### src/rtl/brc_pkg.sv
// Shared types for the word read bus cycle controller.
// Assumes a three-bit function code of {privilege, fetch, not fetch}.
package brc_pkg;
    typedef enum logic [1:0] {
        PH_IDLE     = 2'd0,
        PH_ANNOUNCE = 2'd1,
        PH_WAIT     = 2'd2,
        PH_COMPLETE = 2'd3
    } phase_t;

    // Build the function code from the privilege level and the space flag.
    function automatic logic [2:0] fc_code(input logic priv, input logic fetch);
        return {priv, fetch, ~fetch};
    endfunction
endpackage

### src/rtl/brc_phase_timer.sv
// Down counter that measures the length of one phase.
// A load sets the count, and the count then falls by one per clock to zero.
// expired is high on the last clock of the loaded length.
module brc_phase_timer #(
    parameter int CNT_W = 3
) (
    input  logic             clk,
    input  logic             rst_n,
    input  logic             load,
    input  logic [CNT_W-1:0] load_val,
    output logic             expired
);
    logic [CNT_W-1:0] cnt;

    // Load a new length, or count down to zero and stop there.
    always_ff @(posedge clk) begin
        if (!rst_n)
            cnt <= '0;
        else if (load)
            cnt <= load_val;
        else if (cnt != '0)
            cnt <= cnt - 1'b1;
    end

    assign expired = (cnt == '0);
endmodule

### src/rtl/brc_sequencer.sv
// Phase sequencer: idle, announce, wait steps, completion.
// Assumes the timer expires on the last clock of each phase. Termination is
// sampled only on that clock, and only in the announce or wait phase.
module brc_sequencer
    import brc_pkg::*;
#(
    parameter int ANNOUNCE_HC   = 4,
    parameter int WAIT_HC       = 2,
    parameter int COMPLETE_HC   = 2,
    parameter bit IMPLICIT_TERM = 1'b0,
    parameter int CNT_W         = 3
) (
    input  logic             clk,
    input  logic             rst_n,
    input  logic             start,
    input  logic             terminate,
    input  logic             expired,
    output phase_t           phase,
    output logic             load,
    output logic [CNT_W-1:0] load_val,
    output logic             finish
);
    localparam logic [CNT_W-1:0] ANN_LEN  = CNT_W'(ANNOUNCE_HC - 1);
    localparam logic [CNT_W-1:0] WAIT_LEN = CNT_W'(WAIT_HC - 1);
    localparam logic [CNT_W-1:0] COMP_LEN = CNT_W'(COMPLETE_HC - 1);

    phase_t phase_nx;
    logic   term_ok;

    generate
        if (IMPLICIT_TERM) begin : g_implicit
            // The slave is taken to end every cycle at once.
            assign term_ok = 1'b1;
        end else begin : g_handshake
            // The slave ends the cycle through the termination inputs.
            assign term_ok = terminate;
        end
    endgenerate

    // Choose the next phase and the timer reload.
    always_comb begin
        phase_nx = phase;
        load     = 1'b0;
        load_val = '0;
        finish   = 1'b0;
        case (phase)
            PH_IDLE: begin
                if (start) begin
                    phase_nx = PH_ANNOUNCE;
                    load     = 1'b1;
                    load_val = ANN_LEN;
                end
            end
            PH_ANNOUNCE, PH_WAIT: begin
                if (expired) begin
                    load = 1'b1;
                    if (term_ok) begin
                        phase_nx = PH_COMPLETE;
                        load_val = COMP_LEN;
                    end else begin
                        phase_nx = PH_WAIT;
                        load_val = WAIT_LEN;
                    end
                end
            end
            PH_COMPLETE: begin
                if (expired) begin
                    phase_nx = PH_IDLE;
                    finish   = 1'b1;
                end
            end
            default: phase_nx = PH_IDLE;
        endcase
    end

    // Phase register.
    always_ff @(posedge clk) begin
        if (!rst_n)
            phase <= PH_IDLE;
        else
            phase <= phase_nx;
    end
endmodule

### src/rtl/brc_capture.sv
// Holds the request fields for the length of the cycle, and captures the read
// word and the bus-error level when the cycle finishes.
// Assumes start and finish never arrive together.
module brc_capture #(
    parameter int ADDR_W = 24,
    parameter int DATA_W = 16
) (
    input  logic              clk,
    input  logic              rst_n,
    input  logic              start,
    input  logic [ADDR_W-1:0] addr_in,
    input  logic [2:0]        fc_in,
    input  logic              finish,
    input  logic [DATA_W-1:0] rdata,
    input  logic              err_in,
    output logic [ADDR_W-1:0] addr_q,
    output logic [2:0]        fc_q,
    output logic              done,
    output logic [DATA_W-1:0] data_q,
    output logic              err_q
);
    // Hold the address and function code of the request that was taken.
    always_ff @(posedge clk) begin
        if (!rst_n) begin
            addr_q <= '0;
            fc_q   <= '0;
        end else if (start) begin
            addr_q <= addr_in;
            fc_q   <= fc_in;
        end
    end

    // Capture the result and raise done for one clock.
    always_ff @(posedge clk) begin
        if (!rst_n) begin
            done   <= 1'b0;
            data_q <= '0;
            err_q  <= 1'b0;
        end else begin
            done <= finish;
            if (finish) begin
                data_q <= rdata;
                err_q  <= err_in;
            end
        end
    end
endmodule

### src/rtl/bus_read_cycle_ctrl.sv
// Word read bus cycle controller, top level.
// Runs one read cycle per request: announce, optional wait steps, completion.
// One clock is one processor half-cycle. Phase lengths are parameters.
module bus_read_cycle_ctrl
    import brc_pkg::*;
#(
    parameter int ADDR_W        = 24,
    parameter int DATA_W        = 16,
    parameter int ANNOUNCE_HC   = 4,
    parameter int WAIT_HC       = 2,
    parameter int COMPLETE_HC   = 2,
    parameter bit IMPLICIT_TERM = 1'b0
) (
    input  logic              clk,
    input  logic              rst_n,
    input  logic              req_valid,
    input  logic [ADDR_W-1:0] req_addr,
    input  logic              req_fetch,
    input  logic              req_priv,
    output logic              req_ready,
    output logic [ADDR_W-1:0] bus_addr,
    output logic              bus_strobe,
    output logic              bus_rw,
    output logic              bus_word,
    output logic [2:0]        bus_fc,
    input  logic              bus_ack,
    input  logic              bus_err,
    input  logic              bus_slow,
    input  logic [DATA_W-1:0] bus_rdata,
    output logic              done,
    output logic [DATA_W-1:0] done_data,
    output logic              done_err
);
    localparam int MAX_HC = (ANNOUNCE_HC > WAIT_HC)
                          ? ((ANNOUNCE_HC > COMPLETE_HC) ? ANNOUNCE_HC : COMPLETE_HC)
                          : ((WAIT_HC > COMPLETE_HC) ? WAIT_HC : COMPLETE_HC);
    localparam int CNT_W  = (MAX_HC < 2) ? 1 : $clog2(MAX_HC);

    phase_t           phase;
    logic             start;
    logic             load;
    logic [CNT_W-1:0] load_val;
    logic             expired;
    logic             finish;
    logic [2:0]       fc_q;

    assign req_ready = (phase == PH_IDLE);
    assign start     = req_valid && req_ready;

    brc_phase_timer #(.CNT_W(CNT_W)) u_timer (
        .clk      (clk),
        .rst_n    (rst_n),
        .load     (load),
        .load_val (load_val),
        .expired  (expired)
    );

    brc_sequencer #(
        .ANNOUNCE_HC   (ANNOUNCE_HC),
        .WAIT_HC       (WAIT_HC),
        .COMPLETE_HC   (COMPLETE_HC),
        .IMPLICIT_TERM (IMPLICIT_TERM),
        .CNT_W         (CNT_W)
    ) u_seq (
        .clk       (clk),
        .rst_n     (rst_n),
        .start     (start),
        .terminate (bus_ack || bus_err || bus_slow),
        .expired   (expired),
        .phase     (phase),
        .load      (load),
        .load_val  (load_val),
        .finish    (finish)
    );

    brc_capture #(.ADDR_W(ADDR_W), .DATA_W(DATA_W)) u_cap (
        .clk     (clk),
        .rst_n   (rst_n),
        .start   (start),
        .addr_in (req_addr),
        .fc_in   (fc_code(req_priv, req_fetch)),
        .finish  (finish),
        .rdata   (bus_rdata),
        .err_in  (bus_err),
        .addr_q  (bus_addr),
        .fc_q    (fc_q),
        .done    (done),
        .data_q  (done_data),
        .err_q   (done_err)
    );

    assign bus_strobe = (phase != PH_IDLE);
    assign bus_word   = (phase == PH_COMPLETE);
    assign bus_rw     = 1'b1;
    assign bus_fc     = bus_strobe ? fc_q : 3'b000;
endmodule

### config.mk
export PLATFORM = sky130hd
export DESIGN_NAME = bus_read_cycle_ctrl
export DESIGN_NICKNAME = d
export VERILOG_FILES = /design/src/rtl/brc_pkg.sv /design/src/rtl/brc_phase_timer.sv /design/src/rtl/brc_sequencer.sv /design/src/rtl/brc_capture.sv /design/src/rtl/bus_read_cycle_ctrl.sv
export SDC_FILE = /design/constraint.sdc
export NUM_CORES = 1
export LEC_CHECK = 0
export BUFFER_PORTS_ARGS = -buffer_cell sky130_fd_sc_hd__buf_4
export CAP_MARGIN = 20
export CORE_ASPECT_RATIO = 0.75
export CORE_MARGIN = 3
export CORE_UTILIZATION = 40
export DETAILED_ROUTE_END_ITERATION = 8
export PLACE_DENSITY = 0.85
export SETUP_SLACK_MARGIN = 0.3
export SYNTH_ARGS = -nofsm -noshare
export SYNTH_HDL_FRONTEND = slang
export SYNTH_SLANG_ARGS = --single-unit
export TNS_END_PERCENT = 5
### constraint.sdc
create_clock -name clk -period 1.4 [get_ports clk]
set_input_delay 0 -clock clk [delete_from_list [all_inputs] [get_ports clk]]
set_output_delay 0 -clock clk [all_outputs]
set_load 0.05 [all_outputs]
==> impl_metrics.py <==
metrics = {
    "die": {
        "floorplan.die.width_um": 89.6,
        "core_region_area_um2": 4980,
        "floorplan.initialDensity": 0.421,
        "die_h_um": 68.7,
        "fp-row-count": 22,
        "io_pins": 97,
        "area_of_the_die_um2": 6150,
    },
    "final_layout": {
        "area_growth_pct": 74.2,
        "finish.net_count": 427,
        "num_antenna_cells": 0,
        "drive_gt1_frac": 0.493,
        "most-common-layout-cells": "buf_4, nand2_1, dfxtp_1, dlygate4sd3_1",
        "layout.cells.most_common": "buf_4",
        "post_layout_nonfiller_instances": 447,
    },
    "power_and_ir_drop": {
        "power.density_nw_per_um2": 1570,
        "p_leak_uw": 0.00155,
        "cellInternalPower_uw": 3300,
        "switching_share": 0.425,
        "ir_worst_vdd_v": 0.00179,
        "p_seq_frac": 0.308,
        "report.power.total_uw": 5740,
        "switching_power_uw": 2440,
        "clock_power_share": 0.150,
        "p_comb_frac": 0.543,
    },
    "route": {
        "drtAntennaViolNets": 0,
        "drc": 0,
        "vias": 2082,
        "detail_route.iter0.violations": 46,
        "drt_wl_total_mm": 6.34,
        "drt-vias-per-instance": 4.66,
        "drt_pre_antenna_iters": 4,
        "wire_per_inst_um": 14.2,
    },
    "synthesis": {
        "proportion_of_synthesized_area_in_mux_cells": 0.00955,
        "number_of_distinct_library_cells_after_synthesis": 31,
        "synth_nets": 285,
        "synth_enable_flop_cells": 0,
        "netlist_instances": 232,
        "dominant_combinational_cell_family_by_area_after_synthesis": "compound AO/OA/AOI/OAI gates",
        "yosys_register_bits": 49,
        "ys_dominant_reg_cell": "dfxtp_1",
        "syn_avg_cell_area_um2": 9.03,
        "synthArstFlopShare": 0,
        "synth.top_cells.by_area": "dfxtp_1, nand2_1, a21boi_2",
        "yosysTopAreaCellShare": 0.468,
        "post_synth_and_or_nand_nor_area_fraction": 0.204,
        "syn_area_um2": 2100,
        "synth_xor_area_frac": 0.00418,
        "synth_compound_gate_area_share": 0.217,
        "yosysWarnings": 0,
        "synth.yosys.seq_area_share": 0.468,
        "post_synthesis_adder_cell_area_fraction": 0.0299,
        "synth_top_cell_by_area": "dfxtp_1",
    },
    "min_path": {
        "hold_path_startpoint": "bus_slow",
        "worst_hold_path_type": "input pin to flip-flop",
    },
    "grt": {
        "grt_most_used_layer": "met2",
        "grt_max_degree": 52,
        "grt_use_met3": 0.0463,
        "grt.overflow.total": 0,
        "grt_util_all_layers": 0.180,
        "grt_use_met2": 0.332,
        "grt_pass1_vias": 1879,
        "globalRouteMet1Util": 0.206,
        "wire_length_of_the_first_global_routing_pass_mm": 8.55,
        "number_of_antenna_violations_at_the_first_check_in_global_routing": 0,
    },
    "timing": {
        "hold_viol": 0,
        "final_critical_period_ns": 1.38,
        "highest_clock_rate_mhz": 723,
        "grt_setup_unrepaired": "true",
        "final_max_slew_viol_count": 0,
        "final.setup_skew_ns": 0.0119,
        "setup_viol_count_final": 0,
        "part_of_the_cycle_the_worst_path_needs": 0.988,
        "setup_tns_ns": 0,
    },
    "critical_path": {
        "critPathLaunchType": "flip-flop",
        "r2r_setup_slack_ns": 0.02,
        "regToRegStartpoint": "u_seq.phase[0]",
        "criticalPathCategory": "flip-flop to flip-flop",
        "critical_path.endpoint": "u_seq.phase[0]",
        "endpoint_kind": "flip-flop",
        "regToRegEndpoint": "u_seq.phase[0]",
        "worst_ep_required_time_ns": 1.59,
        "cp-startpoint": "u_seq.phase[0]",
        "arrival_ns": 1.57,
        "worst_r2r_path_depth": 5,
        "critPathMaxFanout": 3,
    },
    "job": {
        "max_cap_viol": 0,
    },
    "place": {
        "dpl.hpwl_mm": 3.60,
        "placed_cells": 390,
        "buffer_ports.inserted": 95,
        "routability_driven_placement_congestion_ratio": 0.775,
    },
    "clock_tree": {
        "clock_path_buffers": 2,
        "clkTransAtPathRegs_ns": 0.09,
        "insertion_delay_ns": 0.30,
        "cts-buffers-inserted": 5,
        "ctsHtreeMaxLevel": 2,
        "tritoncts_clock_tree": "done",
        "cts-root-buf": "clkbuf_8",
        "cts.sink_count": 49,
    },
    "run_status": {
        "status": "finished clean",
    },
}
==> layout make-up <==
| type | count | area [um2] |
|---|---|---|
| multi-input cells | 165 | 1150 |
| well taps | 72 | 90.1 |
| clock buffers | 6 | 82.6 |
| repair buffers | 147 | 1300 |
| inverters | 6 | 26.3 |
| flip-flops and latches | 49 | 988 |
| clock inverters | 2 | 13.8 |
| fillers | 367 | 1330 |
==> registers in the layout, indices dropped and copies added, names as in the netlist <==
register      count
u_timer.cnt       2
u_cap.err_q       1
u_cap.addr_q     24
u_cap.data_q     16
u_seq.phase       2
u_cap.done        1
u_cap.fc_q        3
==> repair_timing <==
item | 4_1_cts | 5_1_grt
cloned | 1 | 1
pin swaps | 4 | 61
hold buffers | 43 | 0
endpoints found under the hold margin | 44 | 0
buffers inserted | 4 | 0
resized for setup | 9 | 65
endpoints found under the setup margin | 54 | 54
==> cells in the mapped netlist (2+ instances only) <==
cell / instances
a21oi_1: 2
a21boi_0: 16
clkbuf_1: 4
buf_2: 4
inv_1: 6
nand2_1: 89
mux2i_1: 2
a21boi_1: 8
ha_1: 5
and2b_1: 2
and2_1: 2
dfxtp_1: 49
buf_8: 2
buf_6: 2
nand2_2: 3
nand2b_1: 2
a21boi_2: 20
==> stage by stage <==
stage | util | setup WS, ns | hold slack, ns | area (um2)
5_1_grt | 0.733 | -0.0253 | 0.126 | 3650
3_5_place_dp | 0.574 | -0.0903 | 0.193 | 2860
3_3_place_gp | 0.574 | 0.0114 | 0.184 | 2860
6_report | 0.733 | 0.0172 | 0.0982 | 3650
2_1_floorplan | - | -0.108 | 0.0873 | 2120
4_1_cts | 0.699 | 0.0189 | 0.0937 | 3480
==> worst max-delay path, cell delays in order (launching register included) <==
cell and delay [ns]:
dfxtp_4 0.37, inv_2 0.04, ha_4 0.26, or4b_1 0.42, o211ai_1 0.09, mux2i_1 0.09
==> how the worst min path moves through the flow <==
stage	endpoint	slack, ns	cells after the start
2_1_floorplan	u_cap.fc_q[0]	0.09	1
3_3_place_gp	u_cap.fc_q[0]	0.18	2
3_5_place_dp	u_cap.fc_q[0]	0.19	2
4_1_cts	u_seq.phase[0]	0.09	4
5_1_grt	u_seq.phase[0]	0.13	4
6_report	u_seq.phase[0]	0.1	4
==> cells by family after synthesis <==
| kind of cell | Yosys count |
|---|---|
| and+or+nand+nor | 103 |
| AOI/OAI and AO/OA | 51 |
| DFF | 49 |
| buffers and inverters | 20 |
| adders and majority gates | 5 |
| muxes | 2 |
| other | 1 |
| xor gates and xnor gates | 1 |
==> power by group through the flow <==
| stage | registers [uW] | clock network [uW] | logic [uW] |
|---|---|---|---|
| 2_1_floorplan | 2240 | 0 | 1320 |
| 3_3_place_gp | 1770 | 0 | 2390 |
| 3_5_place_dp | 1780 | 0 | 2430 |
| 4_1_cts | 1750 | 883 | 2710 |
| 5_1_grt | 1790 | 935 | 3320 |
| 6_report | 1770 | 859 | 3120 |
==> metal layers <==
metal	share of wire	up-vias
li1	-	1032
met1	0.41	983
met2	0.53	59
met3	0.046	8
met4	0.0084	0
met5	0	-
No activity file was read; power rests on OpenSTA's default activity.
